[src/rtl/xcfg_pkg.sv]
package xcfg_pkg;
  typedef enum logic [2:0] {
    ST_IDLE,
    ST_ADDR,
    ST_PTR,
    ST_DATA,
    ST_ACK,
    ST_SKIP
  } bus_state_t;
endpackage

[src/rtl/xcfg_deglitch.sv]
module xcfg_deglitch #(
  parameter int SYNC_STAGES = 2,
  parameter int FILT_CYC    = 3
) (
  input  logic clk,
  input  logic rst,
  input  logic raw,
  output logic clean
);
  localparam int CW = $clog2(FILT_CYC + 1);

  logic [SYNC_STAGES-1:0] sync_q;
  logic [CW-1:0]          run_q;

  always_ff @(posedge clk) begin
    if (rst) sync_q <= '1;
    else     sync_q <= {sync_q[SYNC_STAGES-2:0], raw};
  end

  // A new level is accepted only after it has persisted FILT_CYC clocks.
  always_ff @(posedge clk) begin
    if (rst) begin
      clean <= 1'b1;
      run_q <= '0;
    end else if (sync_q[SYNC_STAGES-1] == clean) begin
      run_q <= '0;
    end else if (run_q == CW'(FILT_CYC - 1)) begin
      clean <= sync_q[SYNC_STAGES-1];
      run_q <= '0;
    end else begin
      run_q <= run_q + 1'b1;
    end
  end
endmodule

[src/rtl/xcfg_bus_engine.sv]
module xcfg_bus_engine
  import xcfg_pkg::*;
#(
  parameter int         BYTE_W   = 8,
  parameter logic [5:0] DEV_LOW  = 6'b000110
) (
  input  logic              clk,
  input  logic              rst,
  input  logic              scl,
  input  logic              sda,
  input  logic [1:0]        strap,
  output logic              pull_low,
  output logic              wr_stb,
  output logic [BYTE_W-1:0] wr_addr,
  output logic [BYTE_W-1:0] wr_data
);
  localparam int BCW = $clog2(BYTE_W + 1);

  bus_state_t        st_q, after_ack_q;
  logic              scl_q, sda_q;
  logic [BCW-1:0]    nbits_q;
  logic [BYTE_W-1:0] shreg_q, ptr_q;
  logic [BYTE_W-1:0] own_addr;

  logic scl_rise, scl_fall, cond_start, cond_stop, byte_done;

  assign own_addr   = {strap, DEV_LOW};
  assign scl_rise   = scl & ~scl_q;
  assign scl_fall   = ~scl & scl_q;
  assign cond_start = scl & scl_q & sda_q & ~sda;
  assign cond_stop  = scl & scl_q & ~sda_q & sda;
  assign byte_done  = scl_fall && (nbits_q == BCW'(BYTE_W));

  always_ff @(posedge clk) begin
    if (rst) begin
      scl_q <= 1'b1;
      sda_q <= 1'b1;
    end else begin
      scl_q <= scl;
      sda_q <= sda;
    end
  end

  always_ff @(posedge clk) begin
    if (rst) begin
      st_q        <= ST_IDLE;
      after_ack_q <= ST_IDLE;
      nbits_q     <= '0;
      shreg_q     <= '0;
      ptr_q       <= '0;
      pull_low    <= 1'b0;
      wr_stb      <= 1'b0;
      wr_addr     <= '0;
      wr_data     <= '0;
    end else begin
      wr_stb <= 1'b0;
      if (cond_start) begin
        st_q     <= ST_ADDR;
        nbits_q  <= '0;
        pull_low <= 1'b0;
      end else if (cond_stop) begin
        st_q     <= ST_IDLE;
        pull_low <= 1'b0;
      end else begin
        unique case (st_q)
          ST_ADDR, ST_PTR, ST_DATA: begin
            if (scl_rise && nbits_q < BCW'(BYTE_W)) begin
              shreg_q <= {shreg_q[BYTE_W-2:0], sda};
              nbits_q <= nbits_q + 1'b1;
            end else if (byte_done) begin
              nbits_q <= '0;
              if (st_q == ST_ADDR) begin
                if (shreg_q == own_addr) begin
                  pull_low    <= 1'b1;
                  st_q        <= ST_ACK;
                  after_ack_q <= ST_PTR;
                end else begin
                  st_q <= ST_SKIP;
                end
              end else if (st_q == ST_PTR) begin
                ptr_q       <= shreg_q;
                pull_low    <= 1'b1;
                st_q        <= ST_ACK;
                after_ack_q <= ST_DATA;
              end else begin
                wr_stb      <= 1'b1;
                wr_addr     <= ptr_q;
                wr_data     <= shreg_q;
                ptr_q       <= ptr_q + 1'b1;
                pull_low    <= 1'b1;
                st_q        <= ST_ACK;
                after_ack_q <= ST_DATA;
              end
            end
          end
          ST_ACK: begin
            if (scl_fall) begin
              pull_low <= 1'b0;
              st_q     <= after_ack_q;
            end
          end
          default: ;
        endcase
      end
    end
  end
endmodule

[src/rtl/xcfg_reg_bank.sv]
module xcfg_reg_bank #(
  parameter int BYTE_W = 8,
  parameter int N_IN   = 8,
  parameter int N_OUT  = 6,
  parameter int SEL_W  = 4
) (
  input  logic                   clk,
  input  logic                   rst,
  input  logic                   wr_stb,
  input  logic [BYTE_W-1:0]      wr_addr,
  input  logic [BYTE_W-1:0]      wr_data,
  output logic [N_OUT*SEL_W-1:0] route_sel,
  output logic [N_OUT-1:0]       out_en,
  output logic [N_OUT-1:0]       gain_unity,
  output logic [N_IN-1:0]        clamp_mode
);
  localparam int PER_REG   = BYTE_W / SEL_W;
  localparam int N_SEL_REG = (N_OUT + PER_REG - 1) / PER_REG;
  localparam int CLAMP_IDX = N_SEL_REG;
  localparam int GAIN_IDX  = N_SEL_REG + 1;

  always_ff @(posedge clk) begin
    if (rst)                                             clamp_mode <= '0;
    else if (wr_stb && wr_addr == BYTE_W'(CLAMP_IDX))    clamp_mode <= wr_data[N_IN-1:0];
  end

  always_ff @(posedge clk) begin
    if (rst)                                             gain_unity <= '0;
    else if (wr_stb && wr_addr == BYTE_W'(GAIN_IDX))     gain_unity <= wr_data[N_OUT-1:0];
  end

  for (genvar o = 0; o < N_OUT; o++) begin : g_out
    localparam int REG = o / PER_REG;
    localparam int LSB = (o % PER_REG) * SEL_W;
    always_ff @(posedge clk) begin
      if (rst) begin
        route_sel[o*SEL_W +: SEL_W] <= '0;
        out_en[o]                   <= 1'b0;
      end else if (wr_stb && wr_addr == BYTE_W'(REG)) begin
        route_sel[o*SEL_W +: SEL_W] <= wr_data[LSB +: SEL_W];
        out_en[o]                   <= |wr_data[LSB +: SEL_W];
      end
    end
  end
endmodule

[src/rtl/xbar_cfg_slave.sv]
module xbar_cfg_slave #(
  parameter int         BYTE_W   = 8,
  parameter int         N_IN     = 8,
  parameter int         N_OUT    = 6,
  parameter int         SEL_W    = 4,
  parameter int         FILT_CYC = 3,
  parameter logic [5:0] DEV_LOW  = 6'b000110
) (
  input  logic                   clk,
  input  logic                   rst,
  input  logic                   scl_in,
  input  logic                   sda_in,
  input  logic [1:0]             strap,
  output logic                   sda_pull_low,
  output logic [N_OUT*SEL_W-1:0] route_sel,
  output logic [N_OUT-1:0]       out_en,
  output logic [N_OUT-1:0]       gain_unity,
  output logic [N_IN-1:0]        clamp_mode
);
  logic              scl_f, sda_f;
  logic              wr_stb;
  logic [BYTE_W-1:0] wr_addr, wr_data;

  xcfg_deglitch #(.SYNC_STAGES(2), .FILT_CYC(FILT_CYC)) u_scl_flt (
    .clk(clk), .rst(rst), .raw(scl_in), .clean(scl_f)
  );
  xcfg_deglitch #(.SYNC_STAGES(2), .FILT_CYC(FILT_CYC)) u_sda_flt (
    .clk(clk), .rst(rst), .raw(sda_in), .clean(sda_f)
  );

  xcfg_bus_engine #(.BYTE_W(BYTE_W), .DEV_LOW(DEV_LOW)) u_engine (
    .clk(clk), .rst(rst), .scl(scl_f), .sda(sda_f), .strap(strap),
    .pull_low(sda_pull_low), .wr_stb(wr_stb), .wr_addr(wr_addr), .wr_data(wr_data)
  );

  xcfg_reg_bank #(.BYTE_W(BYTE_W), .N_IN(N_IN), .N_OUT(N_OUT), .SEL_W(SEL_W)) u_regs (
    .clk(clk), .rst(rst), .wr_stb(wr_stb), .wr_addr(wr_addr), .wr_data(wr_data),
    .route_sel(route_sel), .out_en(out_en), .gain_unity(gain_unity), .clamp_mode(clamp_mode)
  );
endmodule

[config.mk]
export PLATFORM = sky130hd
export DESIGN_NAME = xbar_cfg_slave
export DESIGN_NICKNAME = d
export VERILOG_FILES = /design/src/rtl/xcfg_pkg.sv /design/src/rtl/xcfg_deglitch.sv /design/src/rtl/xcfg_bus_engine.sv /design/src/rtl/xcfg_reg_bank.sv /design/src/rtl/xbar_cfg_slave.sv
export SDC_FILE = /design/constraint.sdc
export NUM_CORES = 1
export LEC_CHECK = 0
export ABC_AREA = 1
export BUFFER_PORTS_ARGS = -buffer_cell sky130_fd_sc_hd__buf_2
export CAP_MARGIN = 20
export CORE_MARGIN = 4
export CORE_UTILIZATION = 40
export CTS_CLUSTER_DIAMETER = 200
export DETAILED_ROUTE_END_ITERATION = 10
export HOLD_SLACK_MARGIN = 0.08
export PLACE_DENSITY_LB_ADDON = 0.15
export SYNTH_ARGS = -nofsm -noshare
export SYNTH_HDL_FRONTEND = slang
export SYNTH_SLANG_ARGS = --single-unit
[constraint.sdc]
create_clock -name clk -period 3.78 [get_ports clk]
set_clock_uncertainty 0.05 [all_clocks]
set_input_delay 0.378 -clock clk [delete_from_list [all_inputs] [get_ports clk]]
set_output_delay 0.378 -clock clk [all_outputs]
set_load 0.03 [all_outputs]
==> run_results.csv <==
group,metric,value,unit
cells_and_area,drive_gt1_share,18.4,%
sta,setup_viol,0,
die,die_x,109,um
clock_tree,cts_hold_buffers,0,
setup_path,critical_path.max_fanout,17,
placed_design,gp_congestion,0.789,
sta,hold_ws,149,ps
pwr,power_density,391,nW/um2
sta,rsz0062_at_grt,"no",
setup_path,r2r-start,"u_engine.wr_addr[4]",
die,fp.dieArea,11900,um2
synth,synth.cell_area,4080,um2
global_routing,grt_pass1_vias,2944,
run,max-cap-violations,0,
synth,ys_types,33,
cells_and_area,layout_commonest_cell,"nor2_1",
synth,syn_nets,549,
synth,synth_edf_count,0,
setup_path,cp-end-kind,"flop",
status,outcome,"complete, no violations",
synth,syn_inst,538,
die,start_util,41.4,%
clock_tree,cts_buffers,9,
hold_path,hold-path-endpoint,"u_sda_flt.sync_q[0]",
placed_design,portBuffers,50,
clock_tree,tritoncts,"yes",
global_routing,track_usage,14.8,%
global_routing,grt_max_degree,39,
setup_path,cp-start-kind,"flop",
global_routing,grt_pass1_wl,14100,um
die,fp-row-count,36,
route,wl,8730,um
sta,finalCritPeriodShare,52.1,%
sta,slew_headroom,37.9,%
hold_path,whs_path_depth,2,
synth,yosysWarnings,0,
sta,hold_viol,0,
setup_path,worstPathArrival,2170,ps
hold_path,hold_class,"input pin to flop",
placed_design,placed_cells,705,
route,drcViolationCount,0,
route,drt-pass1-iter-count,4,
cells_and_area,diodes,0,
sta,worstMarginPinSlew,926,ps
die,die_h,109,um
sta,fmax,507,MHz
setup_path,critical_path_required,3980,ps
clock_tree,clk_pin_slew,100,ps
cells_and_area,final_cells,721,
synth,async_flop_share,0,%
clock_tree,root_buffer,"clkbuf_8",
route,drtAntennaViolNets,0,
setup_path,ff2ff_path_depth,6,
setup_path,crit_type,"flop to flop",
die,ioPinCount,51,
pwr,p_leak,0.00197,uW
clock_tree,cts_resized,0,
route,routed_via_density,4.79,
pwr,ir_drop,186,uV
hold_path,holdCritStartpoint,"sda_in",
synth,synth_area_per_cell,7.59,um2
synth,seq_area_frac_synth,48.5,%
synth,yosys_most_used_dff,"dfxtp_1",
route,drtIter0Drc,179,
sta,setup_tns,0,ps
sta,maxSlewViolCount,0,
sta,period_minus_slack,1970,ps
placed_design,dpl.hpwl,6180,um
setup_path,r2r-end,"u_regs.route_sel[7]",
cells_and_area,area_delta_synth_final,13.1,%
cells_and_area,nets,594,
clock_tree,h-tree-depth,3,
clock_tree,clk_latency,350,ps
global_routing,antenna_found_initial,0,
setup_path,r2r_slack,1810,ps
cells_and_area,layout_common_cells,"109 x nor2_1, 99 x dfxtp_1, 84 x nand2_1",
global_routing,grt_overflow,0,
cells_and_area,utilization,46.8,%
clock_tree,cts_setup_buffers,0,
clock_tree,cts_buffer_depth,2,
die,coreArea,9860,um2
synth,ys_ff_latch,99,
clock_tree,cts.sinks,99,
route,wl_per_cell,12.1,um
pwr,power,1810,uW
route,vias,3450,
## metrics by stage
| stage | setup slack [ps] | cell area (um2) |
|---|---|---|
| after global placement | 1770 | 4420 |
| after CTS | 1770 | 4620 |
| after detailed placement | 1790 | 4420 |
| after global routing | 1490 | 4620 |
| final | 1810 | 4620 |
| after floorplan | 2250 | 4080 |
## report_power, final
group          internal (uW)  switching [uW]  total (uW)
sequential              1050            6.04        1050
clock                    314             369         683
combinational           21.7            48.3        70.0
## synthesized netlist by cell type, drive strengths merged (2+ instances only)
cell type,number,area share (%)
nor2,116,12
dfxtp,99,49
nand2,97,10
o21ai,57,7.0
a21oi,48,6.8
inv,46,4.2
nand3,23,3.1
clkbuf,12,1.1
a211oi,8,1.5
buf,6,1.2
ha,5,1.5
nor3,5,0.86
or2,5,0.77
clkinv,3,0.28
nand4,2,0.31
## worst max-delay path by stage
| stage | from | to | slack (ps) | cells after the start |
|---|---|---|---|---|
| after floorplan | u_engine.nbits_q[0] | u_engine.wr_addr[2] | 2250 | 11 |
| after global placement | u_engine.wr_addr[4] | u_regs.route_sel[6] | 1770 | 6 |
| after detailed placement | rst | u_regs.out_en[2] | 1790 | 6 |
| after CTS | u_engine.wr_addr[4] | u_regs.route_sel[7] | 1770 | 6 |
| after global routing | u_engine.wr_addr[4] | u_regs.route_sel[7] | 1490 | 6 |
| final | u_engine.wr_addr[4] | u_regs.route_sel[7] | 1810 | 6 |
## flip-flops by register name (all words and copies together) (netlist names), 2 cells and up
signal                count
u_engine.after_ack_q      2
u_engine.nbits_q          4
u_engine.ptr_q            8
u_engine.shreg_q          8
u_engine.st_q             3
u_engine.wr_addr          8
u_engine.wr_data          8
u_regs.clamp_mode         8
u_regs.gain_unity         6
u_regs.out_en             6
u_regs.route_sel         24
u_scl_flt.run_q           2
u_scl_flt.sync_q          2
u_sda_flt.run_q           2
u_sda_flt.sync_q          2
## worst max-delay path, cell delays in order (launching register included)
cell	delay [ps]
dfxtp_1	330
nor2_1	120
nand2_1	160
nor3_2	740
inv_1	200
o21ai_0	220
nor2_1	60
## layer usage
layer,vias to the layer above,part of all wire [%],track usage (%)
met5,-,0,0
li1,1816,-,-
met1,1568,49,19.5
met2,62,46,24.7
met3,4,4.5,3.79
met4,0,0.70,2.98
## cell families (layout without fill, tap and decap cells)
kind of cell | after synthesis | in the layout | synth area share, %
and+or+nand+nor | 251 | 251 | 27.2
AOI/OAI and AO/OA | 114 | 114 | 15.4
DFF | 99 | 99 | 48.5
buffers and inverters | 67 | 117 | 6.83
adders and majority gates | 5 | 5 | 1.53
xor gates and xnor gates | 2 | 2 | 0.429
## cell type report
cell class	count	area [um2]
fill	973	5240
sequential	99	1980
multi-input combinational	372	1820
timing repair buffer	52	265
inverter	49	184
tap	133	166
clock buffer	10	128
clock inverter	6	72.6
No activity file was read; power rests on OpenSTA's default activity.
